===== src/rtl/rsv_pkg.sv =====
package rsv_pkg;

    typedef enum logic [2:0] {
        ST_OFF  = 3'd0,
        ST_HOLD = 3'd1,
        ST_WAIT = 3'd2,
        ST_RUN  = 3'd3,
        ST_DIP  = 3'd4
    } sup_state_e;

    function automatic logic released(sup_state_e s);
        return (s == ST_RUN) || (s == ST_DIP);
    endfunction

endpackage


===== src/rtl/rsv_tick_gen.sv =====
module rsv_tick_gen #(
    parameter int unsigned DIV = 100000
) (
    input  logic clk,
    input  logic rst_n,
    output logic tick_o
);
    generate
        if (DIV <= 1) begin : g_every
            always_ff @(posedge clk or negedge rst_n) begin
                if (!rst_n) tick_o <= 1'b0;
                else        tick_o <= 1'b1;
            end
        end else begin : g_div
            localparam int unsigned PW = $clog2(DIV);
            localparam logic [PW-1:0] LAST = PW'(DIV - 1);
            logic [PW-1:0] pcnt;
            always_ff @(posedge clk or negedge rst_n) begin
                if (!rst_n)            pcnt <= '0;
                else if (pcnt == LAST) pcnt <= '0;
                else                   pcnt <= pcnt + 1'b1;
            end
            assign tick_o = (pcnt == LAST);
        end
    endgenerate
endmodule


===== src/rtl/rsv_win_counter.sv =====
module rsv_win_counter #(
    parameter int unsigned W = 8
) (
    input  logic         clk,
    input  logic         rst_n,
    input  logic         clr,
    input  logic         step,
    output logic [W-1:0] cnt
);
    always_ff @(posedge clk or negedge rst_n) begin
        if (!rst_n)    cnt <= '0;
        else if (clr)  cnt <= '0;
        else if (step) cnt <= cnt + 1'b1;
    end
endmodule


===== src/rtl/supply_reset_timer.sv =====
module supply_reset_timer #(
    parameter int unsigned CLKS_PER_TICK = 100000,
    parameter int unsigned REACT_TICKS   = 25,
    parameter int unsigned CODE_W        = 3
) (
    input  logic              clk,
    input  logic              rst_n,
    input  logic              en,
    input  logic              in_reg,
    input  logic [CODE_W-1:0] dly_code,
    output logic              rst_out_n
);
    import rsv_pkg::*;

    localparam int unsigned DLY_W   = 2 ** CODE_W;
    localparam int unsigned REACT_W = $clog2(REACT_TICKS + 1);
    localparam logic [REACT_W-1:0] REACT_LAST = REACT_W'(REACT_TICKS - 1);

    sup_state_e        state, state_nx;
    logic              tick;
    logic [CODE_W-1:0] code_q;
    logic [DLY_W-1:0]  dly_cnt, dly_lim;
    logic [REACT_W-1:0] react_cnt;
    logic              dly_done, react_done;

    rsv_tick_gen #(.DIV(CLKS_PER_TICK)) u_tick (
        .clk(clk), .rst_n(rst_n), .tick_o(tick)
    );

    // Delay code is latched only while reset is held.
    always_ff @(posedge clk or negedge rst_n) begin
        if (!rst_n)
            code_q <= '0;
        else if (state == ST_OFF || state == ST_HOLD)
            code_q <= dly_code;
    end

    assign dly_lim  = DLY_W'(1) << code_q;
    assign dly_done = tick && (dly_cnt == dly_lim - 1'b1);
    assign react_done = tick && (react_cnt == REACT_LAST);

    rsv_win_counter #(.W(DLY_W)) u_dly (
        .clk(clk), .rst_n(rst_n),
        .clr(state != ST_WAIT || !in_reg),
        .step(tick),
        .cnt(dly_cnt)
    );

    rsv_win_counter #(.W(REACT_W)) u_react (
        .clk(clk), .rst_n(rst_n),
        .clr(state != ST_DIP || in_reg),
        .step(tick),
        .cnt(react_cnt)
    );

    // State register
    always_ff @(posedge clk or negedge rst_n) begin
        if (!rst_n) state <= ST_OFF;
        else        state <= state_nx;
    end

    // Next-state logic
    always_comb begin
        state_nx = state;
        if (!en) begin
            state_nx = ST_OFF;
        end else begin
            unique case (state)
                ST_OFF:  state_nx = ST_HOLD;
                ST_HOLD: if (in_reg) state_nx = (code_q == '0) ? ST_RUN : ST_WAIT;
                ST_WAIT: begin
                    if (!in_reg)       state_nx = ST_HOLD;
                    else if (dly_done) state_nx = ST_RUN;
                end
                ST_RUN:  if (!in_reg) state_nx = ST_DIP;
                ST_DIP: begin
                    if (in_reg)          state_nx = ST_RUN;
                    else if (react_done) state_nx = ST_HOLD;
                end
                default: state_nx = ST_OFF;
            endcase
        end
    end

    // Output logic
    always_comb begin
        rst_out_n = released(state);
    end
endmodule


===== config.mk =====
export PLATFORM = sky130hd
export DESIGN_NAME = supply_reset_timer
export DESIGN_NICKNAME = d
export VERILOG_FILES = /design/src/rtl/rsv_pkg.sv /design/src/rtl/rsv_tick_gen.sv /design/src/rtl/rsv_win_counter.sv /design/src/rtl/supply_reset_timer.sv
export SDC_FILE = /design/constraint.sdc
export NUM_CORES = 1
export LEC_CHECK = 0
export ABC_AREA = 0
export BUFFER_PORTS_ARGS = -buffer_cell sky130_fd_sc_hd__buf_2
export CAP_MARGIN = 15
export CORE_UTILIZATION = 61
export CTS_CLUSTER_DIAMETER = 80
export DETAILED_ROUTE_END_ITERATION = 10
export HOLD_SLACK_MARGIN = 0.12
export PLACE_DENSITY = 0.84
export SYNTH_ARGS = -nofsm -noshare
export SYNTH_HDL_FRONTEND = slang
export SYNTH_HIERARCHICAL = 1
export SYNTH_SLANG_ARGS = --single-unit

===== constraint.sdc =====
create_clock -name clk -period 3.5 [get_ports clk]
set_input_delay 0.525 -clock clk [delete_from_list [all_inputs] [get_ports clk]]
set_output_delay 0.525 -clock clk [all_outputs]
set_load 0.01 [all_outputs]

==> metrics.md, run 1 <==
| Metric | Value |
|---|---|
| Outcome | completed |
| CTS buffer count | 5 |
| Leak Pwr | 0.0008611 µW |
| Synth Net Count | 217 |
| RR Endpoint | state[1] |
| Worst Path Required | 3.73 ns |
| Largest cells by area after synthesis | dfrtp_1 (44%), xnor2_1 (6.0%), nor2_1 (4.4%) |
| Layout Cells excl Fill | 256 |
| Final hold vios | 0 |
| Fin. max-slew vios | 0 |
| Clk_lat worst skew | 0.34 ns |
| Min-delay worst type | in2async |
| Levels on crit path | 8 |
| CP bufs+invs | 0 |
| MaxCap Viol Count | 0 |
| Die height | 60.11 µm |
| Core area | 0.003128 mm² |
| CTS tree | done |
| Clk slew on worst S/H paths | 0.12 ns |
| Placement row count | 20 |
| Fin crit share | 86.57% |
| Syn-to-layout area delta | 5.528% |
| Worst rel slew slack | 48.52% |
| Cts hold-fix bufs | 0 |
| Initial antenna violation count | 0 |
| Routed len/inst | 14.70 µm |
| Setup slack, reg-to-reg | 0.47 ns |
| Aggregate routed wire length | 3.762 mm |
| Peak supply drop | 0.2075 mV |
| DP Cell Count | 248 |
| DRC viols | 0 |
| DP HPWL | 2.707 mm |
| Worst Setup SP | u_tick/g_div.pcnt[11] |
| Postcts setup bufs | 0 |
| CP Class | reg2reg |
| Seq/Total Area, Yosys | 43.74% |
| WP data arrival | 3.26 ns |
| Deepest clock path buffer count | 2 |
| Yosys reg bits | 36 |
| Warnings from Yosys | 6 |
| Core Util, Final | 69.48% |
| Starting Density | 65.84% |
| Largest net degree at the start of global routing | 37 |
| Global placement routability congestion | 0.8029 |
| Most common cell after layout, fill and taps aside | dfrtp_1 |
| I/O pin count | 8 |
| Yosys top cell area share | 43.74% |
| Syn Area/Cell | 9.997 µm² |
| FILL cells | 239 |
| # port buffers | 7 |
| GRT overflow | 0 |
| Most frequent cells in the layout | dfrtp_1 (36), nor2_1 (24), nand2_1 (17), xnor2_1 (14), xor2_1 (10) |
| Period minus WS final | 3.030 ns |
| Crit-path cells | or4_1 -> or4_4 -> nor4_4 -> nor4b_1 -> a31oi_4 -> o21ai_2 -> a31oi_2 -> a32o_1 |
| Pre-antenna DRT Iters | 4 |
| Die area | 0.003613 mm² |
| Total negative slack | 0 ns |
| DP Area | 0.002093 mm² |
| PD cells | 388.9 mW/mm² |
| Max Clock Skew | 0.009897 ns |
| Vias in the first global route | 1458 |
| Die W | 60.11 µm |
| Largest area contributor in the netlist | dfrtp_1 |
| Worst-Margin Slew | 0.7723 ns |
| Share of cells above drive strength 1 | 13.21% |
| Max Clock Freq | 0.3300 GHz |
| Ant. Diodes | 0 |
| R2r startpoint | u_tick/g_div.pcnt[11] |
| Setup crit end kind | register |
| Crit-path max cell delay | 0.54 ns |
| Reg2Reg Depth | 8 |
| Critical-path maximum fanout | 8 |
| RSZ-0062 raised after global routing | no |
| Setup crit end | state[1] |
| First-pass GRT wire length | 6.334 mm |
| Syn Inst Count | 206 |
| Synthesized area | 0.002059 mm² |
| Final setup vio count | 0 |
| Startpoint types | register |
| Detail Route Antenna Nets | 0 |
| Clk sinks | 36 |
| Post-cts resize count | 0 |
| Root Buffer Master | clkbuf_4 |
| Final instance area | 0.002173 mm² |
| Top cell family by delay on the critical path | simple AND/OR/NAND/NOR gates |
| GRT Total Usage | 24.30% |
| Slowest-stage cell, CP | nor4b_1 |
| Nets | 222 |
| H-tree depth | 2 |
| Vias per Instance | 5.984 |
| Initial DRC count | 107 |
| DR vias | 1532 |
| Synth cell types | 49 |
## through the flow
step | worst slack [ns] | power [µW] | hold slack (ns)
global placement | 0.6362 | 556.9 | 0.4685
floorplan | 0.6538 | 543.1 | 0.2294
finish | 0.4700 | 845.1 | 0.2469
detailed placement | 0.4966 | 563.5 | 0.4887
global route | 0.3695 | 888.5 | 0.2911
CTS | 0.4539 | 853.3 | 0.2675
## flip-flops by register name, indices dropped and copies added (netlist names)
register,flops
u_tick/g_div.pcnt,17
code_q,3
u_dly/cnt,8
u_react/cnt,5
state,3
## cell type report
type / count / area (µm²) / area share (%)
multi-input cells: 158 / 1087 / 50.03
flip-flops and latches: 36 / 900.9 / 41.45
repair buffers: 8 / 42.54 / 1.957
inverters: 2 / 7.507 / 0.3454
clock buffers: 5 / 37.54 / 1.727
clock inverters: 3 / 42.54 / 1.957
well taps: 44 / 55.05 / 2.533
## worst min-delay path by stage
stage,slack (ns),from,cells after the start,to
global route,0.29,rst_n,1,u_dly/cnt[7]
floorplan,0.23,rst_n,0,code_q[0]
global placement,0.47,u_tick/g_div.pcnt[0],1,u_tick/g_div.pcnt[0]
finish,0.25,rst_n,1,u_react/cnt[4]
detailed placement,0.49,u_tick/g_div.pcnt[8],1,u_tick/g_div.pcnt[8]
CTS,0.27,rst_n,1,u_dly/cnt[6]
## kinds of logic after synthesis
| kind of cell | share of synthesized area (%) |
|---|---|
| compound gates | 11.30 |
| xor+xnor | 10.21 |
| mux | 3.888 |
| flops | 43.74 |
| buf+inv | 3.463 |
| simple gates | 24.97 |
| fa+ha+maj | 2.430 |
## synth_stat cells (all sizes together)
library cell and instances:
a21bo 1, a21oi 7, a221o 1, a311oi 1
a31oi 4, a32o 1, and2 1, and3 1
and4 2, buf 8, clkbuf 2, dfrtp 36
ha 4, inv 2, mux2 5, mux2i 2
nand2 17, nand2b 1, nand3 9, nand3b 4
nand4 8, nand4bb 1, nor2 24, nor2b 5
nor3 6, nor4 2, nor4b 1, nor4bb 1
o2111ai 1, o211ai 3, o21a 1, o21ai 9
o31ai 1, or3 5, or3b 1, or4 3
or4b 1, xnor2 14, xor2 10
## report_power, final
part / internal [µW] / switching, µW / leakage (µW)
registers: 425 / 25.3 / 0.000479
clock network: 149 / 141 / 0.0000412
logic: 50.2 / 54.3 / 0.000341
## layer usage
layer,track usage (%),up-vias,routed length (µm)
met2,38.62,36,1873
met3,8.658,6,154
li1,-,748,-
met5,0,-,0
met4,10.30,0,47
met1,29.67,742,1687
No activity file was read; power rests on OpenSTA's default activity.
==> run 2, diff against run 1 <==
--- a/config.mk
+++ b/config.mk
@@ -12,7 +12,7 @@
 export CTS_CLUSTER_DIAMETER = 80
 export DETAILED_ROUTE_END_ITERATION = 10
 export HOLD_SLACK_MARGIN = 0.12
-export PLACE_DENSITY = 0.84
+export PLACE_DENSITY = 0.79
 export SYNTH_ARGS = -nofsm -noshare
 export SYNTH_HDL_FRONTEND = slang
 export SYNTH_HIERARCHICAL = 1
==> run 2 against run 1 <==
Effect of this change: worst hold slack improved by 0.0066 ns; clock power decreased by 28%; die area stayed put; sequential power about the same; sequential share of layout area increased by 0.58 points; critical path depth is the same; flip-flop and latch count unchanged; design area fell by 1.4%; clock skew down 0.00087 ns; largest power group unchanged; cell count down 0.39%; routed wire length is 0.11% higher; critical endpoint unchanged.
==> metrics.md, run 2 (synthesized netlist as in run 1, its figures left out) <==
| Metric | Value |
|---|---|
| GRT Total Usage | 24.53% |
| Pre-antenna DRT Iters | 4 |
| Core area | 0.003128 mm² |
| Starting Density | 65.84% |
| Fin. max-slew vios | 0 |
| DP HPWL | 2.702 mm |
| WP data arrival | 3.30 ns |
| MaxCap Viol Count | 0 |
| Top Registers | u_tick/g_div.pcnt x17, u_dly/cnt x8, u_react/cnt x5 |
| Nets | 222 |
| Most frequent cells in the layout | dfrtp_1 (36), nor2_1 (24), nand2_1 (17), xnor2_1 (14), xor2_1 (10) |
| Max Clock Skew | 0.009023 ns |
| # port buffers | 7 |
| Final Power | 766.2 µW |
| Cts hold-fix bufs | 0 |
| I/O pin count | 8 |
| First-pass GRT wire length | 6.410 mm |
| Largest register FFs | 17 |
| Most common cell after layout, fill and taps aside | dfrtp_1 |
| Hold WS | 0.2536 ns |
| Critical-path maximum fanout | 9 |
| Root Buffer Master | clkbuf_4 |
| Worst Path Required | 3.73 ns |
| CTS buffer count | 5 |
| Share of cells above drive strength 1 | 12.80% |
| CP Class | reg2reg |
| Clk_lat worst skew | 0.34 ns |
| Ant. Diodes | 0 |
| RSZ-0062 raised after global routing | no |
| Setup crit end kind | register |
| Leak Pwr | 0.0008470 µW |
| Initial DRC count | 60 |
| Post-cts resize count | 0 |
| Die area | 0.003613 mm² |
| Global placement routability congestion | 0.7702 |
| Outcome | completed |
| Crit-path max cell delay | 0.53 ns |
| DP Worst Slack | 0.4832 ns |
| Worst rel slew slack | 48.61% |
| GRT overflow | 0 |
| Slowest-stage cell, CP | or4_1 |
| Period minus WS final | 3.065 ns |
| Die height | 60.11 µm |
| Final setup vio count | 0 |
| DRC viols | 0 |
| CTS tree | done |
| Vias per Instance | 5.898 |
| Worst Setup SP | u_tick/g_div.pcnt[11] |
| Initial antenna violation count | 0 |
| Deepest clock path buffer count | 2 |
| Fin crit share | 87.58% |
| Die W | 60.11 µm |
| Placement row count | 20 |
| Detail Route Antenna Nets | 0 |
| Final hold vios | 0 |
| Aggregate routed wire length | 3.766 mm |
| H-tree depth | 2 |
| Syn-to-layout area delta | 4.071% |
| Final instance area | 0.002143 mm² |
| Min-delay worst type | in2async |
| Vias in the first global route | 1490 |
| DP Area | 0.002093 mm² |
| PD cells | 357.5 mW/mm² |
| Routed len/inst | 14.77 µm |
| Startpoint types | register |
| Max Clock Freq | 0.3262 GHz |
| Worst-Margin Slew | 0.7708 ns |
| R2r startpoint | u_tick/g_div.pcnt[11] |
| Postcts setup bufs | 0 |
| Post-route setup slack | 0.4349 ns |
| Largest net degree at the start of global routing | 37 |
| Crit-path cells | or4_1 -> or4_4 -> nor4_4 -> nor4bb_1 -> nand2_1 -> a311oi_1 -> a31oi_2 -> a32o_1 |
| Clk sinks | 36 |
| CP bufs+invs | 0 |
| FILL cells | 277 |
| Clk slew on worst S/H paths | 0.11 ns |
| Peak supply drop | 0.2236 mV |
| Largest Register | u_tick/g_div.pcnt |
| Total negative slack | 0 ns |
| DR vias | 1504 |
| Top cell family by delay on the critical path | simple AND/OR/NAND/NOR gates |
[run 2: worst reg2reg max path, stage by stage (launching register included)]
cell,delay [ns]
dfrtp_1,0.46
or4_1,0.53
or4_4,0.44
nor4_4,0.39
nor4bb_1,0.34
nand2_1,0.09
a311oi_1,0.32
a31oi_2,0.16
a32o_1,0.23
[run 2: area by class of cell]
type	instances	area, µm²	area share [%]
multi-input combinational	158	1087	50.73
inverter	2	7.507	0.3503
clock buffer	5	37.54	1.751
timing repair buffer	8	42.54	1.985
clock inverter	2	12.51	0.5838
sequential	36	900.9	42.03
tap	44	55.05	2.569
[run 2: worst paths after layout]
path / slack, ns / endpoint / cells after the start
max in group asynchronous: 2.76 / u_react/cnt[2] / 1
worst max-delay path: 0.43 / state[1] / 8
worst max register to register: 0.43 / state[1] / 8
worst min-delay path: 0.25 / u_tick/g_div.pcnt[11] / 1
min in group clk: 0.41 / code_q[0] / 2
worst min register to register: 0.50 / u_tick/g_div.pcnt[0] / 1
[run 2: report_power, final]
part	switching (µW)	internal [µW]	leakage [µW]
clock network	135	73.2	0.0000271
registers	26.6	425	0.000479
logic	55.5	50.3	0.000341
[run 2: layer usage]
metal  vias to the layer above  part of all wire, %  GRT usage (%)
met4                         0                  2.9          12.96
met3                        11                  3.2          6.710
li1                        747                    -              -
met1                       723                   43          27.72
met5                         -                    0              0
met2                        23                   51          41.76
[run 2: through the flow]
step / util [%] / cells
finish: 68.52 / 255
global placement: 66.92 / 248
floorplan: - / 206
CTS: 68.52 / 255
detailed placement: 66.92 / 248
global route: 68.52 / 255
